[config.mk]
export PLATFORM = sky130hd
export DESIGN_NAME = sar_readout_master
export DESIGN_NICKNAME = d
export VERILOG_FILES = /design/src/rtl/sar_rd_pkg.sv /design/src/rtl/rd_half_timer.sv /design/src/rtl/rd_acq_timer.sv /design/src/rtl/rd_frame_decode.sv /design/src/rtl/sar_readout_master.sv
export SDC_FILE = /design/constraint.sdc
export NUM_CORES = 1
export LEC_CHECK = 0
export BUFFER_PORTS_ARGS = -buffer_cell sky130_fd_sc_hd__buf_4
export CORE_MARGIN = 2
export CORE_UTILIZATION = 65
export CTS_BUF_LIST = sky130_fd_sc_hd__clkbuf_4
export DETAILED_ROUTE_END_ITERATION = 8
export HOLD_SLACK_MARGIN = 0.12
export PLACE_DENSITY = 0.88
export SETUP_SLACK_MARGIN = 0.5
export SYNTH_ARGS = -nofsm -noshare
export SYNTH_HDL_FRONTEND = slang
export SYNTH_SLANG_ARGS = --single-unit
export TNS_END_PERCENT = 5
[constraint.sdc]
create_clock -name clk -period 5.6 [get_ports clk]
set_input_delay 1.4 -clock clk [delete_from_list [all_inputs] [get_ports clk]]
set_output_delay 1.4 -clock clk [all_outputs]
set_load 0.1 [all_outputs]
[src/rtl/sar_rd_pkg.sv]
`timescale 1ns/1ps
package sar_rd_pkg;

    localparam int FRAME_LEN = 16;
    localparam int RES_LEN   = 12;
    localparam int BYTE_LEN  = 8;
    localparam int MIN_HALF  = 2;
    localparam int IDX_W     = $clog2(FRAME_LEN);

    typedef enum logic [2:0] {
        S_ACQ,
        S_IDLE,
        S_SETUP,
        S_LEAD,
        S_TRAIL,
        S_GAP,
        S_DONE
    } rd_state_e;

    typedef enum logic {
        FMT_SPLIT  = 1'b0,
        FMT_STREAM = 1'b1
    } rd_fmt_e;

    function automatic logic in_frame(rd_state_e s);
        return (s == S_SETUP) || (s == S_LEAD) || (s == S_TRAIL) || (s == S_GAP);
    endfunction

endpackage

[src/rtl/rd_half_timer.sv]
`timescale 1ns/1ps
module rd_half_timer
    import sar_rd_pkg::*;
#(
    parameter int DIV_W = 8
) (
    input  logic             clk,
    input  logic             rst_n,
    input  logic             restart,
    input  logic [DIV_W-1:0] half_div,
    output logic             tick
);

    logic [DIV_W-1:0] cnt;
    logic [DIV_W-1:0] half_eff;

    assign half_eff = (half_div < DIV_W'(MIN_HALF)) ? DIV_W'(MIN_HALF) : half_div;
    assign tick     = (cnt == '0);

    always_ff @(posedge clk or negedge rst_n) begin
        if (!rst_n) begin
            cnt <= '0;
        end else if (restart) begin
            cnt <= half_eff - DIV_W'(1);
        end else if (cnt != '0) begin
            cnt <= cnt - DIV_W'(1);
        end
    end

    // after a reload the counter never ticks on the next cycle
    assert_reload_nonzero_R3: assert property (@(posedge clk) disable iff (!rst_n)
        restart |=> !tick);

endmodule

[src/rtl/rd_acq_timer.sv]
`timescale 1ns/1ps
module rd_acq_timer #(
    parameter int ACQ_W = 12
) (
    input  logic             clk,
    input  logic             rst_n,
    input  logic             hold,
    input  logic [ACQ_W-1:0] acq_cycles,
    output logic             done
);

    logic [ACQ_W-1:0] cnt;

    assign done = (cnt >= acq_cycles);

    always_ff @(posedge clk or negedge rst_n) begin
        if (!rst_n) begin
            cnt <= '0;
        end else if (!hold) begin
            cnt <= '0;
        end else if (cnt < acq_cycles) begin
            cnt <= cnt + ACQ_W'(1);
        end
    end

    // chip select may only fall once the acquisition time was served
    assert_acq_served_R9: assert property (@(posedge clk) disable iff (!rst_n)
        $fell(hold) |-> $past(done));

endmodule

[src/rtl/rd_frame_decode.sv]
`timescale 1ns/1ps
module rd_frame_decode
    import sar_rd_pkg::*;
(
    input  rd_fmt_e                fmt,
    input  logic [FRAME_LEN-1:0]   frame,
    output logic [RES_LEN-1:0]     value,
    output logic                   bad
);

    localparam int SPLIT_PAD  = FRAME_LEN - 2 - RES_LEN;
    localparam int STREAM_PAD = FRAME_LEN - 1 - RES_LEN;

    always_comb begin
        unique case (fmt)
            FMT_SPLIT: begin
                value = frame[FRAME_LEN-3 -: RES_LEN];
                bad   = frame[FRAME_LEN-2] | (|frame[SPLIT_PAD-1:0]);
            end
            FMT_STREAM: begin
                value = frame[FRAME_LEN-2 -: RES_LEN];
                bad   = frame[FRAME_LEN-1] | (|frame[STREAM_PAD-1:0]);
            end
            default: begin
                value = '0;
                bad   = 1'b0;
            end
        endcase
    end

endmodule

[src/rtl/sar_readout_master.sv]
`timescale 1ns/1ps
module sar_readout_master
    import sar_rd_pkg::*;
#(
    parameter int DIV_W = 8,
    parameter int ACQ_W = 12
) (
    input  logic               clk,
    input  logic               rst_n,
    input  logic               start,
    input  logic               fmt_sel,
    input  logic [DIV_W-1:0]   half_div,
    input  logic [ACQ_W-1:0]   acq_cycles,
    input  logic               sdata,
    output logic               cs_n,
    output logic               sclk,
    output logic               busy,
    output logic [RES_LEN-1:0] result,
    output logic               result_valid,
    output logic               frame_err
);

    localparam logic [IDX_W-1:0] LAST_BIT = IDX_W'(FRAME_LEN - 1);
    localparam logic [IDX_W-1:0] BYTE_END = IDX_W'(BYTE_LEN - 1);

    rd_state_e            state, nxt;
    rd_fmt_e              fmt_q, fmt_n;
    logic [IDX_W-1:0]     bit_idx;
    logic [FRAME_LEN-1:0] shreg;
    logic                 pend, pend_n;
    logic                 tick, acq_done;
    logic                 launch, sclk_n, rise_n;
    logic [RES_LEN-1:0]   dec_value;
    logic                 dec_bad;

    rd_half_timer #(.DIV_W(DIV_W)) u_half (
        .clk      (clk),
        .rst_n    (rst_n),
        .restart  (nxt != state),
        .half_div (half_div),
        .tick     (tick)
    );

    rd_acq_timer #(.ACQ_W(ACQ_W)) u_acq (
        .clk        (clk),
        .rst_n      (rst_n),
        .hold       (cs_n),
        .acq_cycles (acq_cycles),
        .done       (acq_done)
    );

    rd_frame_decode u_dec (
        .fmt   (fmt_q),
        .frame (shreg),
        .value (dec_value),
        .bad   (dec_bad)
    );

    // next-state logic
    always_comb begin
        nxt = state;
        unique case (state)
            S_ACQ:   if (acq_done) nxt = S_IDLE;
            S_IDLE:  if ((start || pend) && acq_done) nxt = S_SETUP;
            S_SETUP: if (tick) nxt = S_LEAD;
            S_LEAD:  if (tick) nxt = S_TRAIL;
            S_TRAIL: begin
                if (tick) begin
                    if (bit_idx == LAST_BIT)
                        nxt = S_DONE;
                    else if (fmt_q == FMT_SPLIT && bit_idx == BYTE_END)
                        nxt = S_GAP;
                    else
                        nxt = S_LEAD;
                end
            end
            S_GAP:   if (tick) nxt = S_LEAD;
            S_DONE:  nxt = S_ACQ;
            default: nxt = S_ACQ;
        endcase
    end

    assign launch = (state == S_IDLE) && (nxt == S_SETUP);
    assign fmt_n  = launch ? rd_fmt_e'(fmt_sel) : fmt_q;

    // clock level of the next state; the idle level equals the format code
    always_comb begin
        unique case (nxt)
            S_LEAD:  sclk_n = ~fmt_n;
            S_TRAIL: sclk_n = fmt_n;
            default: sclk_n = fmt_n;
        endcase
        rise_n = sclk_n && !sclk && (nxt == S_LEAD || nxt == S_TRAIL);
    end

    always_comb begin
        pend_n = pend;
        if (launch)
            pend_n = 1'b0;
        else if (start && (state == S_ACQ || state == S_DONE || state == S_IDLE))
            pend_n = 1'b1;
    end

    // state register
    always_ff @(posedge clk or negedge rst_n) begin
        if (!rst_n) state <= S_ACQ;
        else        state <= nxt;
    end

    // frame bookkeeping: format, bit index, receive shifter, held request
    always_ff @(posedge clk or negedge rst_n) begin
        if (!rst_n) begin
            fmt_q   <= FMT_SPLIT;
            bit_idx <= '0;
            shreg   <= '0;
            pend    <= 1'b0;
        end else begin
            fmt_q <= fmt_n;
            pend  <= pend_n;
            if (launch)
                bit_idx <= '0;
            else if (state == S_TRAIL && tick)
                bit_idx <= bit_idx + IDX_W'(1);
            if (rise_n)
                shreg <= {shreg[FRAME_LEN-2:0], sdata};
        end
    end

    // registered outputs
    always_ff @(posedge clk or negedge rst_n) begin
        if (!rst_n) begin
            cs_n         <= 1'b1;
            sclk         <= 1'b0;
            busy         <= 1'b0;
            result       <= '0;
            result_valid <= 1'b0;
            frame_err    <= 1'b0;
        end else begin
            cs_n <= !in_frame(nxt);
            sclk <= sclk_n;
            busy <= pend_n || in_frame(nxt);
            if (nxt == S_DONE) begin
                result       <= dec_value;
                result_valid <= 1'b1;
                frame_err    <= dec_bad;
            end else begin
                result_valid <= 1'b0;
                frame_err    <= 1'b0;
            end
        end
    end

    assert_valid_pulse_R7: assert property (@(posedge clk) disable iff (!rst_n)
        result_valid |=> !result_valid);

    assert_valid_at_release_R7: assert property (@(posedge clk) disable iff (!rst_n)
        result_valid |-> $rose(cs_n));

    assert_result_hold_R7: assert property (@(posedge clk) disable iff (!rst_n)
        !result_valid |-> $stable(result));

    assert_half_min_R3: assert property (@(posedge clk) disable iff (!rst_n)
        ($rose(sclk) || $fell(sclk)) |=> $stable(sclk));

    assert_idle_clock_R3: assert property (@(posedge clk) disable iff (!rst_n)
        (cs_n && $past(cs_n)) |-> $stable(sclk));

    assert_launch_busy_R2: assert property (@(posedge clk) disable iff (!rst_n)
        launch |=> (busy && !cs_n));

    assert_fmt_hold_R10: assert property (@(posedge clk) disable iff (!rst_n)
        (!cs_n && !$past(cs_n)) |-> $stable(fmt_q));

    assert_err_with_valid_R8: assert property (@(posedge clk) disable iff (!rst_n)
        frame_err |-> result_valid);

endmodule

# After elaboration in Yosys (flattened, before gate mapping)

Index checks and enable logic that the tools add are counted.

Flip-flop bits (word level): 62
Output and inout port bits: 17

Bitwise logic cells: 4
Add/subtract/negate cells: 4
Reductions and logical operators: 25
Equal/unequal tests: 15
Order comparisons: 3
Mux-type cells: 23

Operator list:

| operator                                                                     | number |
|---|---|
| 12-bit two-way mux                                                           | 2 |
| 8-bit two-way mux                                                            | 3 |
| 12-bit case mux with 2 select lines                                          | 1 |
| 3-bit two-way mux                                                            | 7 |
| 3-bit equality test, second input constant                                   | 6 |
| 8-bit by 1-bit subtractor with 8-bit output, second input constant           | 2 |
| 3-bit case mux with 5 select lines                                           | 1 |
| 12-bit by 1-bit adder with 12-bit output, second input constant              | 1 |
| 3-bit by 2-bit equality test with 1-bit output, second input constant        | 4 |
| 12-bit greater-or-equal comparator                                           | 1 |
| 12-bit less-than comparator                                                  | 1 |
| 8-bit logical NOT                                                            | 1 |
| 1-bit logical OR                                                             | 8 |
| 8-bit by 2-bit less-than comparator with 1-bit output, second input constant | 1 |
| 4-bit two-way mux                                                            | 2 |
| 8-bit nonzero test                                                           | 1 |
| 1-bit logical AND                                                            | 7 |
| 1-bit two-way mux                                                            | 6 |
| 4-bit by 1-bit adder with 4-bit output, second input constant                | 1 |
| 4-bit by 3-bit equality test with 1-bit output, second input constant        | 1 |
| 4-bit equality test, second input constant                                   | 1 |
| 2-bit nonzero test                                                           | 2 |
| 2-bit OR reduction                                                           | 2 |
| 3-bit by 1-bit equality test with 1-bit output, second input constant        | 1 |
| other kinds (8)                                                              | 11 |

# Logic depth before layout (Yosys ltp)

Depth after elaboration: 13
Depth in mapped cells: 15

# Hierarchy

Synthesis repeated with hierarchy kept, for this count alone.

Cell total of the unflattened synthesis: 323
Area total of the unflattened synthesis: 3574.7 um2

By module, submodules not included:

| module             | seq. area each (um2) | area an instance (um2) | cells each | instances |
|---|---|---|---|---|
| sar_readout_master | 1052.3               | 1843.0                 | 133        | 1 |
| rd_acq_timer       | 300.3                | 934.6                  | 112        | 1 |
| rd_half_timer      | 200.2                | 596.8                  | 61         | 1 |
| rd_frame_decode    | 0.0                  | 200.2                  | 17         | 1 |

# Worst setup path after synthesis

No wires, ideal clock.

Path kind: input -> register
Start point: input port acq_cycles[9]
End point: register u_half.cnt[2]
Stages on the path: 12
Slack: 1.644 ns
Setup time: 0.087 ns
Arrival time: 3.869 ns
Required time: 5.513 ns
Path through: inv_1 > ha_1 > a21oi_1 > nor2_1 > a211oi_1 > nand3_1 > a31oi_2 > buf_2 > a21oi_1 > ha_1 > or3b_2 > o211ai_1

Word-level cells in the longest chain between the ends: 6
Elaborated cells on any way between the ends: 8
Classes of those cells: order compare (1); eq/ne (1); mux (4); reduce/logical (2)

Ends and longest elaborated chain:

| what                                                    | RTL line                 | RTL |
|---|---|---|
| from (decl)                                             | sar_readout_master.sv:13 | `input logic [ACQ_W-1:0] acq_cycles,` |
| 12-bit greater-or-equal comparator (*)                  | rd_acq_timer.sv:14       | `assign done = (cnt >= acq_cycles);` |
| 1-bit logical AND                                       | sar_readout_master.sv:64 | `S_IDLE: if ((start \|\| pend) && acq_done) nxt = S_SETUP;` |
| 3-bit two-way mux                                       | sar_readout_master.sv:64 |  |
| 3-bit case mux with 5 select lines (*)                  | sar_readout_master.sv:62 | `unique case (state)` |
| 3-bit != test (*)                                       | sar_readout_master.sv:39 | `.restart (nxt != state),` |
| 8-bit two-way mux or 2-bit nonzero test (tied branches) | -                        |  |
| to (signal assigned)                                    | rd_half_timer.sv:24      | `cnt <= half_eff - DIV_W'(1);` |
| to (signal assigned)                                    | rd_half_timer.sv:26      | `cnt <= cnt - DIV_W'(1);` |
| to (decl)                                               | rd_half_timer.sv:14      | `logic [DIV_W-1:0] cnt;` |

Every way passes the cells marked *; elsewhere a longest branch is shown, timed or not.
A chain may end at the register's enable or synchronous reset.

# Final worst setup path

Start point: input port acq_cycles[9]
End point: register u_half.cnt[6]

Same word-level chain as after synthesis.

==> flow_metrics.tcl <==
set metrics [dict create \
    routed_via_density 5.75 \
    grt_pass1_wl_mm 12.1 \
    cts_htree_levels 3 \
    grt_max_degree 63 \
    grt_pass1_vias 2774 \
    drtIter0Drc 123 \
    core_area_sq_um 5170 \
    num_vias 2646 \
    crit_chain "buf_4 -> inv_1 -> ha_1 -> a21oi_1 -> nor2_1 -> a211oi_1 -> buf_4 -> nand3_1 -> a31oi_2 -> nor3b_1 -> a21oi_1 -> ha_1 -> nand2b_1 -> nor4_1 -> xor2_1 -> nor2_1 -> a21oi_1" \
    timing.final.crit_share_pct 75.9 \
    drive_above_1_share_pct 23.1 \
    dieHeight_microns 77.5 \
    slew_violations 0 \
    r2r-start "u_half.cnt[5]$_DFFE_PN0P_" \
    ant_nets 0 \
    synth-xor-area-share_pct 4.24 \
    dp_slack_ps 981 \
    ys_ff_latch 62 \
    netlist_area_sq_um 3510 \
    clock-sinks 62 \
    cts_buffer_depth 2 \
    fmaxAchievable_mhz 235 \
    synth_area_per_cell_sq_um 10.2 \
    finalNonFillerCells 460 \
    grt_overflow_total 0 \
    antenna_found_initial 0 \
    power.leakage_nw 1.79 \
    hold_buffers 0 \
    fin_nets 425 \
    cp-end-kind "flop" \
    synth_compound_area_share_pct 12.7 \
    yosysUniqueCellTypes 57 \
    max-slew-margin-rel_pct 42.0 \
    cp_num_buf_inv 3 \
    cp.required_ps 5940 \
    critical_path_cell_count 17 \
    ys_async_sr_fraction_pct 100 \
    multi_input_comb_area_sq_um 1820 \
    seq_area_sq_um 1550 \
    die_area_sq_um 6010 \
    syn_to_final_growth_pct 14.0 \
    hold_path_class "reg -> reg" \
    gp_congestion 0.842 \
    setup_viol 0 \
    drtPass1Iterations 4 \
    yosys.area.top_type "dfrtp_1" \
    timing.final.ws_setup_ps 1350 \
    finalWirelength_mm 6.90 \
    placed_cells 444 \
    r2r_cells 13 \
    chipWidth_microns 77.5 \
    hp-start "result[7]$_DFFE_PN0P_" \
    cts_tree "done" \
    cts_made_buffers 9 \
    ios 42 \
    r2r-end "u_half.cnt[6]$_DFFE_PN0P_" \
    num_rows 26 \
    finalHoldViolCount 0 \
    cap_violations 0 \
    synthSimpleGateAreaFrac_pct 19.3 \
    start_util_pct 67.9 \
    startpoint_type "input port" \
    tightestPinTransition_ps 870 \
    p_total_mw 1.36 \
    arrival_ps 4590 \
    synth_edf_count 0 \
    rsz0062_at_grt "no" \
    io_buffers 41 \
    powerDensity_nw_per_um2 338 \
    fillers 362 \
    clockRootBuffer "clkbuf_4" \
    netlist.area_leader.share_pct 43.4 \
    final.setup_skew_ps 10.2 \
    clk_pin_slew_ps 100 \
    post_cts_buffers 0 \
    antenna_cells 0 \
    synthMuxAreaShare_pct 10.2 \
    synth_ff_type "dfrtp_1" \
    synthCells 343 \
    cpLargestDelayFamily "compound AO/OA/AOI/OAI gates" \
    path_common_cell "a21oi_1" \
    cts_resized 0 \
    fin_crit_ps 4250 \
    r2r_slack_ps 1990 \
    drcViolationCount 0 \
    synthAdderAreaFrac_pct 5.34 \
    yosysWarnings 0 \
    setup_tns_ps 0 \
    final_util_pct 77.5 \
    status "finished, final reports clean" \
    avgRoutedWirePerCell_microns 15.0 \
    synth_top_family_by_area "simple AND/OR/NAND/NOR gates" \
    cp_max_fo 19 \
    worst_ir_drop_vdd_uv 234 \
    hold_end "result[7]$_DFFE_PN0P_" \
    hpwl_mm 5.03 \
    worst_path_largest_cell_delay_ps 600 \
    holdPathStages 2 \
    crit_slowest_cell "a31oi_2" \
    syn_nets 383 \
    synthTopCellsByArea "dfrtp_1 43%, ha_1 5.3%, mux2_4 4.3%" \
    grt_usage_pct 25.3 \
    path_class "in -> reg" \
    yosysSeqAreaShare_pct 44.2 \
    worstSkewPairLatency_ps 410 \
]
==> through the flow <==
step / hold WS (ps) / area [sq um]
final: 490 / 4010
after global routing: 533 / 4010
after CTS: 496 / 4010
after detailed placement: 472 / 3840
after global placement: 466 / 3840
after floorplan: 483 / 3510
==> placed cells by master, fill, tap and decap left out, types with 2 or more instances in the layout <==
cell type | synthesis | layout
mux2_4 | 10 | 10
bufinv_16 | 0 | 2
a21oi_1 | 14 | 14
dfrtp_1 | 61 | 61
xor2_1 | 5 | 5
clkinv_4 | 0 | 2
nor4_1 | 2 | 2
a31oi_1 | 3 | 3
o21ai_0 | 28 | 28
inv_1 | 17 | 17
mux2_2 | 7 | 7
or3_1 | 6 | 6
nor2_1 | 20 | 20
ha_1 | 15 | 15
o21bai_1 | 2 | 2
nor3_1 | 4 | 4
nand3b_1 | 2 | 2
mux2i_1 | 13 | 13
nand2b_1 | 3 | 3
xnor2_1 | 12 | 12
clkbuf_4 | 0 | 10
buf_4 | 2 | 43
a21boi_0 | 5 | 5
nor3b_1 | 3 | 3
or4_1 | 2 | 2
o211ai_1 | 3 | 3
and3_1 | 4 | 4
nand2_1 | 31 | 31
and2_1 | 10 | 10
o21ai_1 | 2 | 2
nand4_1 | 10 | 10
nand3_1 | 9 | 9
nor2b_1 | 5 | 5
nor4_4 | 2 | 2
==> sequential cells by signal, summed over array words and instances (netlist names) <==
name,count
pend,1
u_half.cnt,8
frame_err,1
cs_n,1
state,3
shreg,16
sclk,1
fmt_q,1
result,12
result_valid,1
busy,1
bit_idx,4
u_acq.cnt,12
==> metal layers <==
layer / vias to the layer above / track usage (%) / wire length (microns)
met5: - / 0 / 0
met4: 0 / 8.39 / 102
met2: 49 / 44.6 / 3610
li1: 1309 / - / -
met1: 1278 / 30.5 / 2920
met3: 10 / 6.05 / 270
==> power by group <==
group / internal (mW) / switching (mW) / leakage, nW / total [mW]
Combinational: 0.178 / 0.208 / 0.903 / 0.385
Clock: 0.185 / 0.164 / 0.0880 / 0.350
Sequential: 0.517 / 0.103 / 0.801 / 0.620
==> worst register-to-register path, delay by kind of cell (launching register included) <==
kind            cells  cell delay (ps)
simple gates        6             1400
fa+ha+maj           1              260
compound gates      5             1270
xor+xnor            1              180
flops               1              430
==> synthesized netlist by cell type (10+ instances only) <==
| cell | n |
|---|---|
| and2_1 | 10 |
| o21ai_0 | 28 |
| inv_1 | 17 |
| dfrtp_1 | 61 |
| mux2i_1 | 13 |
| xnor2_1 | 12 |
| ha_1 | 15 |
| nand4_1 | 10 |
| a21oi_1 | 14 |
| nand2_1 | 31 |
| mux2_4 | 10 |
| nor2_1 | 20 |
==> worst max-delay path by stage <==
stage	startpoint	endpoint	slack, ps
floorplan	acq_cycles[9]	u_half.cnt[2]$_DFFE_PN0P_	1640
global placement	acq_cycles[1]	u_half.cnt[6]$_DFFE_PN0P_	1230
detailed placement	acq_cycles[1]	u_half.cnt[6]$_DFFE_PN0P_	980
CTS	acq_cycles[9]	u_half.cnt[6]$_DFFE_PN0P_	1390
global route	acq_cycles[9]	u_half.cnt[6]$_DFFE_PN0P_	970
finish	acq_cycles[9]	u_half.cnt[6]$_DFFE_PN0P_	1350
==> logic make-up after synthesis <==
kind of cell / after synthesis
AOI/OAI and AO/OA: 70
xor gates and xnor gates: 17
adders and majority gates: 15
buffers and inverters: 29
DFF: 62
muxes: 30
and+or+nand+nor: 120
==> area by class of cell <==
class / instances / share of cell area (%)
repair buffers: 43 / 8.06
clock buffers: 10 / 1.87
inverters: 17 / 1.59
well taps: 70 / 2.19
multi-input cells: 252 / 45.4
clock inverters: 6 / 2.15
flip-flops and latches: 62 / 38.8
(Power assumes the default switching activity.)
